$ cat src/rtl/sdr_seq_pkg.sv
`timescale 1ns/1ps
package sdr_seq_pkg;
  localparam int unsigned SDR_ADDR_W = 13;
  localparam int unsigned SDR_BA_W   = 2;

  // {cs_n, ras_n, cas_n, we_n}
  typedef enum logic [3:0] {
    CMD_NOP = 4'b0111,
    CMD_ACT = 4'b0011,
    CMD_RD  = 4'b0101,
    CMD_WR  = 4'b0100,
    CMD_PRE = 4'b0010,
    CMD_REF = 4'b0001
  } sdr_cmd_e;

  typedef enum logic [2:0] {
    ST_IDLE, ST_ACT_WAIT, ST_BURST, ST_WR_REC, ST_PRE_WAIT, ST_REF_WAIT
  } seq_state_e;

  // Down-counter load for a phase that lasts n cycles (n >= 1).
  function automatic int unsigned phase_load(input int unsigned n);
    return (n > 0) ? n - 1 : 0;
  endfunction

  function automatic int unsigned max2(input int unsigned a, input int unsigned b);
    return (a > b) ? a : b;
  endfunction

  // Column placed on the address pins with bit 10 forced low (no auto-precharge).
  function automatic logic [SDR_ADDR_W-1:0] col_to_addr(input logic [SDR_ADDR_W-1:0] col);
    logic [SDR_ADDR_W-1:0] a;
    a     = col;
    a[10] = 1'b0;
    return a;
  endfunction
endpackage

$ cat src/rtl/sdr_refresh_timer.sv
`timescale 1ns/1ps
module sdr_refresh_timer #(
  parameter int unsigned INTERVAL = 780
) (
  input  logic clk,
  input  logic rst_n,
  input  logic ack,
  output logic pending
);
  localparam int unsigned CW = (INTERVAL > 2) ? $clog2(INTERVAL) : 1;

  logic [CW-1:0] cnt;
  logic          wrap;

  assign wrap = (cnt == CW'(INTERVAL - 1));

  always_ff @(posedge clk) begin
    if (!rst_n) begin
      cnt     <= '0;
      pending <= 1'b0;
    end else begin
      cnt <= wrap ? '0 : cnt + 1'b1;
      if (wrap)     pending <= 1'b1;
      else if (ack) pending <= 1'b0;
    end
  end

  AST_PEND_RAISE: assert property (@(posedge clk) disable iff (!rst_n)
    wrap |=> pending);
  AST_PEND_CLEAR: assert property (@(posedge clk) disable iff (!rst_n)
    (ack && !wrap) |=> !pending);
endmodule

$ cat src/rtl/sdr_read_capture.sv
`timescale 1ns/1ps
module sdr_read_capture #(
  parameter int unsigned DQ_W    = 16,
  parameter int unsigned CAS_LAT = 3
) (
  input  logic            clk,
  input  logic            rst_n,
  input  logic            rd_slot,
  input  logic [DQ_W-1:0] dq_in,
  output logic [DQ_W-1:0] rd_data,
  output logic            rd_valid
);
  // Delay line: stage j is high j cycles after a read burst slot.
  logic [CAS_LAT:1] slot_dly;

  always_ff @(posedge clk) begin
    if (!rst_n) slot_dly[1] <= 1'b0;
    else        slot_dly[1] <= rd_slot;
  end

  for (genvar j = 2; j <= CAS_LAT; j++) begin : g_dly
    always_ff @(posedge clk) begin
      if (!rst_n) slot_dly[j] <= 1'b0;
      else        slot_dly[j] <= slot_dly[j-1];
    end
  end

  always_ff @(posedge clk) begin
    if (!rst_n) begin
      rd_valid <= 1'b0;
      rd_data  <= '0;
    end else begin
      rd_valid <= slot_dly[CAS_LAT];
      if (slot_dly[CAS_LAT]) rd_data <= dq_in;
    end
  end

  AST_RDV_FOLLOWS_SLOT: assert property (@(posedge clk) disable iff (!rst_n)
    slot_dly[CAS_LAT] |=> rd_valid);
endmodule

$ cat src/rtl/sdr_access_seq.sv
`timescale 1ns/1ps
module sdr_access_seq
  import sdr_seq_pkg::*;
#(
  parameter int unsigned DQ_W         = 16,
  parameter int unsigned COL_W        = 9,
  parameter int unsigned BURST_LEN    = 4,
  parameter int unsigned T_RCD        = 2,
  parameter int unsigned CAS_LAT      = 3,
  parameter int unsigned T_WR         = 2,
  parameter int unsigned T_RP         = 2,
  parameter int unsigned T_RFC        = 7,
  parameter int unsigned REF_INTERVAL = 780
) (
  input  logic                  clk,
  input  logic                  rst_n,
  input  logic                  req_valid,
  output logic                  req_ready,
  input  logic                  req_write,
  input  logic [SDR_BA_W-1:0]   req_bank,
  input  logic [SDR_ADDR_W-1:0] req_row,
  input  logic [COL_W-1:0]      req_col,
  input  logic [DQ_W-1:0]       wr_data,
  output logic                  wr_beat,
  output logic [DQ_W-1:0]       rd_data,
  output logic                  rd_valid,
  output logic                  sd_cs_n,
  output logic                  sd_ras_n,
  output logic                  sd_cas_n,
  output logic                  sd_we_n,
  output logic [SDR_BA_W-1:0]   sd_ba,
  output logic [SDR_ADDR_W-1:0] sd_addr,
  output logic [DQ_W-1:0]       sd_dq_out,
  output logic                  sd_dq_oe,
  input  logic [DQ_W-1:0]       sd_dq_in
);
  localparam int unsigned CNT_MAX = max2(max2(T_RCD, T_WR), max2(max2(T_RP, T_RFC), BURST_LEN));
  localparam int unsigned CNT_W   = $clog2(CNT_MAX + 1);
  localparam int unsigned GAP_W   = $clog2(CNT_MAX + 4) + 1;

  seq_state_e            state, state_n;
  logic [CNT_W-1:0]      cnt, cnt_n;
  sdr_cmd_e              cmd_q, cmd_n;
  logic [SDR_BA_W-1:0]   ba_n;
  logic [SDR_ADDR_W-1:0] addr_n;
  logic                  is_wr;
  logic [COL_W-1:0]      col_l;
  logic                  ref_pending, ref_ack, accept, cnt_zero, rd_slot;

  assign cnt_zero  = (cnt == '0);
  assign req_ready = (state == ST_IDLE) && !ref_pending;
  assign accept    = req_valid && req_ready;
  assign wr_beat   = (state == ST_BURST) && is_wr;
  assign rd_slot   = (state == ST_BURST) && !is_wr;
  assign sd_dq_oe  = wr_beat;
  assign sd_dq_out = wr_beat ? wr_data : '0;
  assign {sd_cs_n, sd_ras_n, sd_cas_n, sd_we_n} = cmd_q;

  sdr_refresh_timer #(.INTERVAL(REF_INTERVAL)) u_ref (
    .clk(clk), .rst_n(rst_n), .ack(ref_ack), .pending(ref_pending)
  );

  sdr_read_capture #(.DQ_W(DQ_W), .CAS_LAT(CAS_LAT)) u_cap (
    .clk(clk), .rst_n(rst_n), .rd_slot(rd_slot), .dq_in(sd_dq_in),
    .rd_data(rd_data), .rd_valid(rd_valid)
  );

  always_comb begin
    state_n = state;
    cnt_n   = cnt_zero ? cnt : cnt - 1'b1;
    cmd_n   = CMD_NOP;
    ba_n    = sd_ba;
    addr_n  = sd_addr;
    ref_ack = 1'b0;
    unique case (state)
      ST_IDLE: begin
        if (ref_pending) begin
          cmd_n   = CMD_REF;
          ref_ack = 1'b1;
          state_n = ST_REF_WAIT;
          cnt_n   = CNT_W'(phase_load(T_RFC));
        end else if (req_valid) begin
          cmd_n   = CMD_ACT;
          ba_n    = req_bank;
          addr_n  = req_row;
          state_n = ST_ACT_WAIT;
          cnt_n   = CNT_W'(phase_load(T_RCD));
        end
      end
      ST_ACT_WAIT: if (cnt_zero) begin
        cmd_n   = is_wr ? CMD_WR : CMD_RD;
        addr_n  = col_to_addr(SDR_ADDR_W'(col_l));
        state_n = ST_BURST;
        cnt_n   = CNT_W'(phase_load(BURST_LEN));
      end
      ST_BURST: if (cnt_zero) begin
        if (is_wr) begin
          state_n = ST_WR_REC;
          cnt_n   = CNT_W'(phase_load(T_WR));
        end else begin
          cmd_n   = CMD_PRE;
          addr_n  = '0;
          state_n = ST_PRE_WAIT;
          cnt_n   = CNT_W'(phase_load(T_RP));
        end
      end
      ST_WR_REC: if (cnt_zero) begin
        cmd_n   = CMD_PRE;
        addr_n  = '0;
        state_n = ST_PRE_WAIT;
        cnt_n   = CNT_W'(phase_load(T_RP));
      end
      ST_PRE_WAIT, ST_REF_WAIT: if (cnt_zero) state_n = ST_IDLE;
      default: state_n = ST_IDLE;
    endcase
  end

  always_ff @(posedge clk) begin
    if (!rst_n) begin
      state   <= ST_IDLE;
      cnt     <= '0;
      cmd_q   <= CMD_NOP;
      sd_ba   <= '0;
      sd_addr <= '0;
      is_wr   <= 1'b0;
      col_l   <= '0;
    end else begin
      state   <= state_n;
      cnt     <= cnt_n;
      cmd_q   <= cmd_n;
      sd_ba   <= ba_n;
      sd_addr <= addr_n;
      if (accept) begin
        is_wr <= req_write;
        col_l <= req_col;
      end
    end
  end

  // Command events and cycle distances, brought out for the assertions.
  logic ev_nop, ev_act, ev_rd, ev_wr, ev_pre, ev_ref;
  assign ev_nop = (cmd_q == CMD_NOP);
  assign ev_act = (cmd_q == CMD_ACT);
  assign ev_rd  = (cmd_q == CMD_RD);
  assign ev_wr  = (cmd_q == CMD_WR);
  assign ev_pre = (cmd_q == CMD_PRE);
  assign ev_ref = (cmd_q == CMD_REF);

  logic [GAP_W-1:0] gap_act, gap_rw, gap_pre, gap_ref, gap_oe;

  function automatic logic [GAP_W-1:0] gap_step(input logic hit, input logic [GAP_W-1:0] g);
    return hit ? '0 : ((g == '1) ? g : g + 1'b1);
  endfunction

  always_ff @(posedge clk) begin
    if (!rst_n) begin
      gap_act <= '1; gap_rw <= '1; gap_pre <= '1; gap_ref <= '1; gap_oe <= '1;
    end else begin
      gap_act <= gap_step(ev_act, gap_act);
      gap_rw  <= gap_step(ev_rd || ev_wr, gap_rw);
      gap_pre <= gap_step(ev_pre, gap_pre);
      gap_ref <= gap_step(ev_ref, gap_ref);
      gap_oe  <= gap_step(sd_dq_oe, gap_oe);
    end
  end

  AST_RCD_SPACING: assert property (@(posedge clk) disable iff (!rst_n)
    (ev_rd || ev_wr) |-> (gap_act == GAP_W'(T_RCD - 1)));
  AST_NO_AUTO_PRE: assert property (@(posedge clk) disable iff (!rst_n)
    (ev_rd || ev_wr) |-> !sd_addr[10]);
  AST_OE_IN_BURST: assert property (@(posedge clk) disable iff (!rst_n)
    sd_dq_oe |-> (ev_wr || (gap_rw < GAP_W'(BURST_LEN - 1))));
  AST_WR_RECOVERY: assert property (@(posedge clk) disable iff (!rst_n)
    (ev_pre && is_wr) |-> (gap_oe == GAP_W'(T_WR)));
  AST_RD_CLOSE: assert property (@(posedge clk) disable iff (!rst_n)
    (ev_pre && !is_wr) |-> (gap_rw == GAP_W'(BURST_LEN - 1)));
  AST_RP_SPACING: assert property (@(posedge clk) disable iff (!rst_n)
    (ev_act || ev_ref) |-> (gap_pre >= GAP_W'(T_RP)));
  AST_RFC_QUIET: assert property (@(posedge clk) disable iff (!rst_n)
    (!ev_nop && !ev_ref) |-> (gap_ref >= GAP_W'(T_RFC)));
  AST_READY_IDLE: assert property (@(posedge clk) disable iff (!rst_n)
    accept |=> ev_act);
endmodule

$ cat config.mk
export PLATFORM = sky130hd
export DESIGN_NAME = sdr_access_seq
export DESIGN_NICKNAME = d
export VERILOG_FILES = /design/src/rtl/sdr_seq_pkg.sv /design/src/rtl/sdr_refresh_timer.sv /design/src/rtl/sdr_read_capture.sv /design/src/rtl/sdr_access_seq.sv
export SDC_FILE = /design/constraint.sdc
export NUM_CORES = 1
export LEC_CHECK = 0
export BUFFER_PORTS_ARGS = -buffer_cell sky130_fd_sc_hd__buf_4
export CAP_MARGIN = 20
export CORE_UTILIZATION = 45
export CTS_CLUSTER_SIZE = 12
export DETAILED_ROUTE_END_ITERATION = 10
export GPL_TIMING_DRIVEN = 0
export PLACE_DENSITY = 0.74
export REMOVE_ABC_BUFFERS = 1
export SLEW_MARGIN = 20
export SYNTH_ARGS = -nofsm -noshare
export SYNTH_HDL_FRONTEND = slang
export SYNTH_HIERARCHICAL = 1
export SYNTH_SLANG_ARGS = --single-unit
$ cat constraint.sdc
create_clock -name clk -period 3.77 [get_ports clk]
set_clock_uncertainty 0.2 [all_clocks]
set_input_delay 0.754 -clock clk [delete_from_list [all_inputs] [get_ports clk]]
set_output_delay 0.754 -clock clk [all_outputs]
set_load 0.005 [all_outputs]
==> metrics.yaml, run 1 <==
required_ns: 2.82
cts_root_buf: "clkbuf_8"
clock_latency_ns: 0.33
rr_startpoint: "state[0]"
yosys-top-cells-area: "dfxtp_1 43%, mux2i_1 9.7%, nand2_1 7.1%, and2_1 4.4%, nor2b_1 4.2%"
cts-resized-gates: 0
clk_pin_slew_ns: 0.07
grt_max_degree: 59
area_growth_syn_to_layout_pct: 34.2
cts_buffer_depth: 2
critPathKind: "reg2out"
synth_cell_types: 52
firstDrtPassIters: 4
cp_num_buf_inv: 1
avgViaCountPerCell: 5.04
drc: 0
place_congestion: 0.769
start_kind: "register"
placedInstanceArea_um2: 3820
synth_top_area_share_pct: 43.4
synth_flop_cell: "dfxtp_1"
r2r_end: "sd_addr[0]"
finalSetupViolations: 0
final_common_cell: "buf_4"
cap_violations: 0
final_core_util_pct: 63.1
peakVddDrop_mv: 0.363
overflow: 0
grt_pass1_wl_um: 11200
synth_largest_area_cell: "dfxtp_1"
syn-cell-area_um2: 3000
grt_usage_pct: 19.6
cts_tree: "yes"
slew_viol_final: 0
min_from: "u_cap/slot_dly[1]"
antenna_found_initial: 0
r2r_slack_ns: 1.24
hold_path_end: "u_cap/slot_dly[2]"
routed_wl_um: 6830
cp-end-kind: "output pin"
fin_crit_ns: 2.97
synth-warning-count: 6
rsz0062_at_grt: "no"
rr_worst_depth: 3
cp_slowest_cell: "nor3_2"
route.vias.total: 2617
final_hold_viol_count: 0
n_fill_cell: 561
die_area_um2: 7000
wire_per_inst_um: 13.2
hpwlAfterDp_um: 4790
drive_gt1_share_pct: 31.2
rows: 29
cp_top_family: "simple AND/OR/NAND/NOR gates"
holdPathStages: 1
worst_slew_pin_slew_ns: 0.924
crit_fanout: 19
p_leak_nw: 1.76
dieHeight_um: 83.7
min_period_over_period_pct: 78.8
grt_pass1_vias: 2490
synth.avg_cell_area_um2: 8.98
synth_cells: 334
tns_ns: 0
cts_buffers: 9
worstPathCellList: "nand2_1, nor3_2, and2_1, buf_4"
critPathMaxStageDelay_ns: 0.63
start_util_pct: 47.0
ys_async_sr_fraction_pct: 0
powerDensity_nw_per_um2: 549
initialDrtViolationCount: 75
seq_area_frac_synth_pct: 43.4
status: "finished clean"
nNetsFinal: 501
ant_nets: 0
clock-sinks: 65
core_um2: 6390
diodes: 0
finalPower_mw: 2.21
die_x_um: 83.7
fmax_ghz: 0.337
boundaryPins: 115
layout_common_cells: "113 x buf_4, 65 x dfxtp_1, 57 x nand2_1, 29 x mux2i_1, 21 x and2_1"
synth_edf_count: 0
h-tree-depth: 3
slew_headroom_pct: 38.3
hold_path_class: "reg2reg"
port-buffer-count: 113
hold_buffers: 0
synth-seq-cells: 65
cts_setup_buffers: 0
cp.arrival_ns: 2.01
finalInstanceArea_um2: 4030
==> per-stage QoR <==
| stage | hold WS, ns | setup WS, ns | cells |
|---|---|---|---|
| after global routing | 0.266 | 0.597 | 519 |
| after detailed placement | 0.221 | 1.14 | 504 |
| after CTS | 0.238 | 0.774 | 519 |
| after floorplan | 0.212 | 1.20 | 314 |
| after global placement | 0.217 | 0.760 | 504 |
| final | 0.234 | 0.801 | 519 |
==> logic make-up after synthesis <==
logic type                 Yosys count  synth area share (%)
muxes                               29                  9.67
and+or+nand+nor                    148                  25.8
DFF                                 65                  43.4
adders and majority gates            3                  1.25
AOI/OAI and AO/OA                   52                  12.9
xor gates and xnor gates             3                 0.876
other                                1                 0.125
buffers and inverters               33                  6.05
==> power breakdown <==
| part | switching [mW] | internal, mW |
|---|---|---|
| Sequential | 0.0985 | 0.797 |
| Clock | 0.255 | 0.387 |
| Combinational | 0.328 | 0.347 |
| Total | 0.682 | 1.53 |
==> sequential cells by signal (all words and copies together) (netlist names) <==
register	cells
is_wr	1
u_ref/cnt	10
u_cap/rd_data	16
u_ref/pending	1
state	3
u_cap/rd_valid	1
cnt	3
cmd_q	3
col_l	9
sd_addr	13
sd_ba	2
u_cap/slot_dly	3
==> cells in the mapped netlist (all sizes together) (2+ instances only) <==
library cell / number
dfxtp: 65
nand2: 57
mux2i: 29
and2: 23
nor2b: 20
inv: 13
a21boi: 12
a21oi: 11
nor2: 11
buf: 10
clkbuf: 10
o21ai: 10
nand3: 9
nand3b: 5
a22o: 4
nand2b: 4
nor3: 4
or3: 4
ha: 3
nand4: 3
o31ai: 3
or4: 3
and3: 2
o22ai: 2
xor2: 2
==> worst max path at each step <==
stage,startpoint,endpoint,slack (ns),depth (start not counted)
2_1_floorplan,state[1],sd_dq_out[0],1.20,3
3_3_place_gp,state[0],sd_dq_out[15],0.76,3
3_5_place_dp,state[1],sd_dq_out[14],1.14,4
4_1_cts,state[1],sd_dq_out[14],0.77,4
5_1_grt,state[1],sd_dq_out[3],0.60,4
6_report,state[1],sd_dq_out[3],0.80,4
==> layer usage <==
layer,vias to the layer above,routed length (um),GRT usage (%)
met2,58,3460,35.3
li1,1333,-,-
met4,0,93,6.93
met1,1216,2990,22.2
met3,10,277,4.95
met5,-,0,0
==> final cells by class <==
cell class	instances	area, um^2	share of cell area (%)
clock buffer	12	145	3.60
clock inverter	3	65.1	1.62
inverter	13	48.8	1.21
multi-input combinational	236	1520	37.8
sequential	65	1300	32.3
tap	77	96.3	2.39
timing repair buffer	113	848	21.1
Note: power is estimated with default switching activity, not from simulation.
==> run 2, diff against run 1 <==
clock period = 3 ns   (was 3.77 ns; I/O delays follow)
==> run 2 against run 1 <==
  * Design area up 0.16%
  * Non-clock buffer count unchanged
  * Core utilization up 0.098 points
  * Sequential power up 26%
  * Largest cell class unchanged
  * Largest power group unchanged
  * Highest routed layer unchanged
==> metrics.yaml, run 2 (synthesized netlist as in run 1, its figures left out) <==
dieHeight_um: 83.7  # unchanged
grt_pass1_vias: 2490  # unchanged
hold_path_class: "reg2reg"
boundaryPins: 115  # unchanged
area_growth_syn_to_layout_pct: 34.4
wl_met2_um: 3490  # +0.84%
cp-end-kind: "output pin"
clk_pin_slew_ns: 0.07  # about the same
clock-sinks: 65  # unchanged
p_leak_nw: 1.76  # -0.23%
min_period_over_period_pct: 88.2
hpwlAfterDp_um: 4790  # unchanged
largest_register_ffs: 16  # unchanged
cts_tree: "yes"
min_from: "u_cap/slot_dly[1]"
worst_slew_pin_slew_ns: 0.923  # -0.000727 ns
slew_viol_final: 0  # unchanged
rsz0062_at_grt: "no"
wl_met3_um: 283  # +2.2%
route.vias.total: 2628  # +0.42%
final_hold_viol_count: 0  # unchanged
tns_ns: 0  # unchanged
grt_pass1_wl_um: 11200  # unchanged
die_x_um: 83.7  # unchanged
overflow: 0  # unchanged
fmax_ghz: 0.378
cts_root_buf: "clkbuf_8"
finalSetupViolations: 0  # unchanged
highest_layer: "met4"
finalNonFillerCells: 519  # unchanged
fin_crit_ns: 2.65
diodes: 0  # unchanged
core_um2: 6390  # unchanged
cap_violations: 0  # unchanged
h-tree-depth: 3  # unchanged
nNetsFinal: 501  # unchanged
hold_path_end: "u_cap/slot_dly[2]"
crit_fanout: 19  # unchanged
initialDrtViolationCount: 72  # -4.0%
start_kind: "register"
grt_usage_pct: 19.6  # unchanged
slew_headroom_pct: 38.4  # +0.049 points
port-buffer-count: 113  # unchanged
final_core_util_pct: 63.2  # +0.098 points
peakVddDrop_mv: 0.456  # +25%
final_common_cell: "buf_4"
rr_startpoint: "state[0]"
drc: 0  # unchanged
required_ns: 2.20  # -0.62 ns
drive_gt1_share_pct: 31.2  # unchanged
rows: 29  # unchanged
cts_buffers: 9  # unchanged
antenna_found_initial: 0  # unchanged
largest-register: "u_cap/rd_data"
routed_wl_um: 6830  # +0.10%
holdPathStages: 1  # unchanged
firstDrtPassIters: 4  # unchanged
status: "finished clean"
r2r_slack_ns: 0.42  # -0.82 ns
grt_max_degree: 59  # unchanged
wl_met1_um: 2960  # -1.1%
holdWs_ns: 0.234  # +0.000400 ns
finalPower_mw: 2.78  # +26%
start_util_pct: 47.0  # unchanged
clock_latency_ns: 0.33  # about the same
rr_worst_depth: 3  # unchanged
cp.arrival_ns: 1.85  # -0.16 ns
wire_per_inst_um: 13.2  # +0.10%
top_regs: "u_cap/rd_data (16), sd_addr (13), u_ref/cnt (10)"
post-place-cells: 504  # unchanged
critPathKind: "reg2out"
cts_buffer_depth: 2  # unchanged
powerDensity_nw_per_um2: 690  # +26%
place_congestion: 0.769  # unchanged
avgViaCountPerCell: 5.06  # +0.42%
layout_common_cells: "113 x buf_4, 65 x dfxtp_1, 57 x nand2_1, 29 x mux2i_1, 21 x and2_1"
ant_nets: 0  # unchanged
r2r_end: "sd_addr[0]"
die_area_um2: 7000  # unchanged
## run 2: power breakdown
| group | internal [mW] | total [mW] | switching (mW) |
|---|---|---|---|
| Combinational | 0.436 | 0.849 | 0.413 |
| Sequential | 1.00 | 1.13 | 0.126 |
| Clock | 0.486 | 0.808 | 0.322 |
## run 2: worst max path at each step
stage	startpoint	to	depth (start not counted)	slack [ns]
CTS	state[1]	sd_dq_out[14]	4	0.16
floorplan	state[1]	sd_dq_out[0]	3	0.58
finish	state[1]	sd_dq_out[3]	4	0.35
global placement	state[0]	sd_dq_out[15]	3	0.14
detailed placement	state[0]	sd_addr[0]	3	0.45
global route	state[1]	sd_dq_out[3]	4	0.21
## run 2: layout make-up
type | instances | area, um^2
Fill cell | 562 | 2350
Multi-Input combinational cell | 236 | 1530
Sequential cell | 65 | 1300
Timing Repair Buffer | 113 | 848
Clock buffer | 12 | 145
Tap cell | 77 | 96.3
Clock inverter | 3 | 65.1
Inverter | 13 | 48.8
## run 2: timing repair
action,4_1_cts,5_1_grt
gates resized for setup,0,1
endpoints found under the setup margin,0,6
buffers inserted,0,0
hold buffers,0,0
## run 2: critical path, stage by stage (launching register included)
cell and delay (ns):
dfxtp_1 0.58, nand2_1 0.18, nor3_4 0.44, and2_1 0.21, buf_4 0.11
## run 2: per-stage QoR
stage	instance area [um^2]	setup WS [ns]
floorplan	2870	0.581
global placement	3810	0.144
detailed placement	3820	0.447
CTS	4030	0.158
global route	4030	0.207
finish	4030	0.354
## run 2: metal layers
metal / vias up / global-route usage [%]
met1: 1226 / 22.2
met5: - / 0
met4: 0 / 6.93
li1: 1336 / -
met3: 10 / 4.95
met2: 56 / 35.3
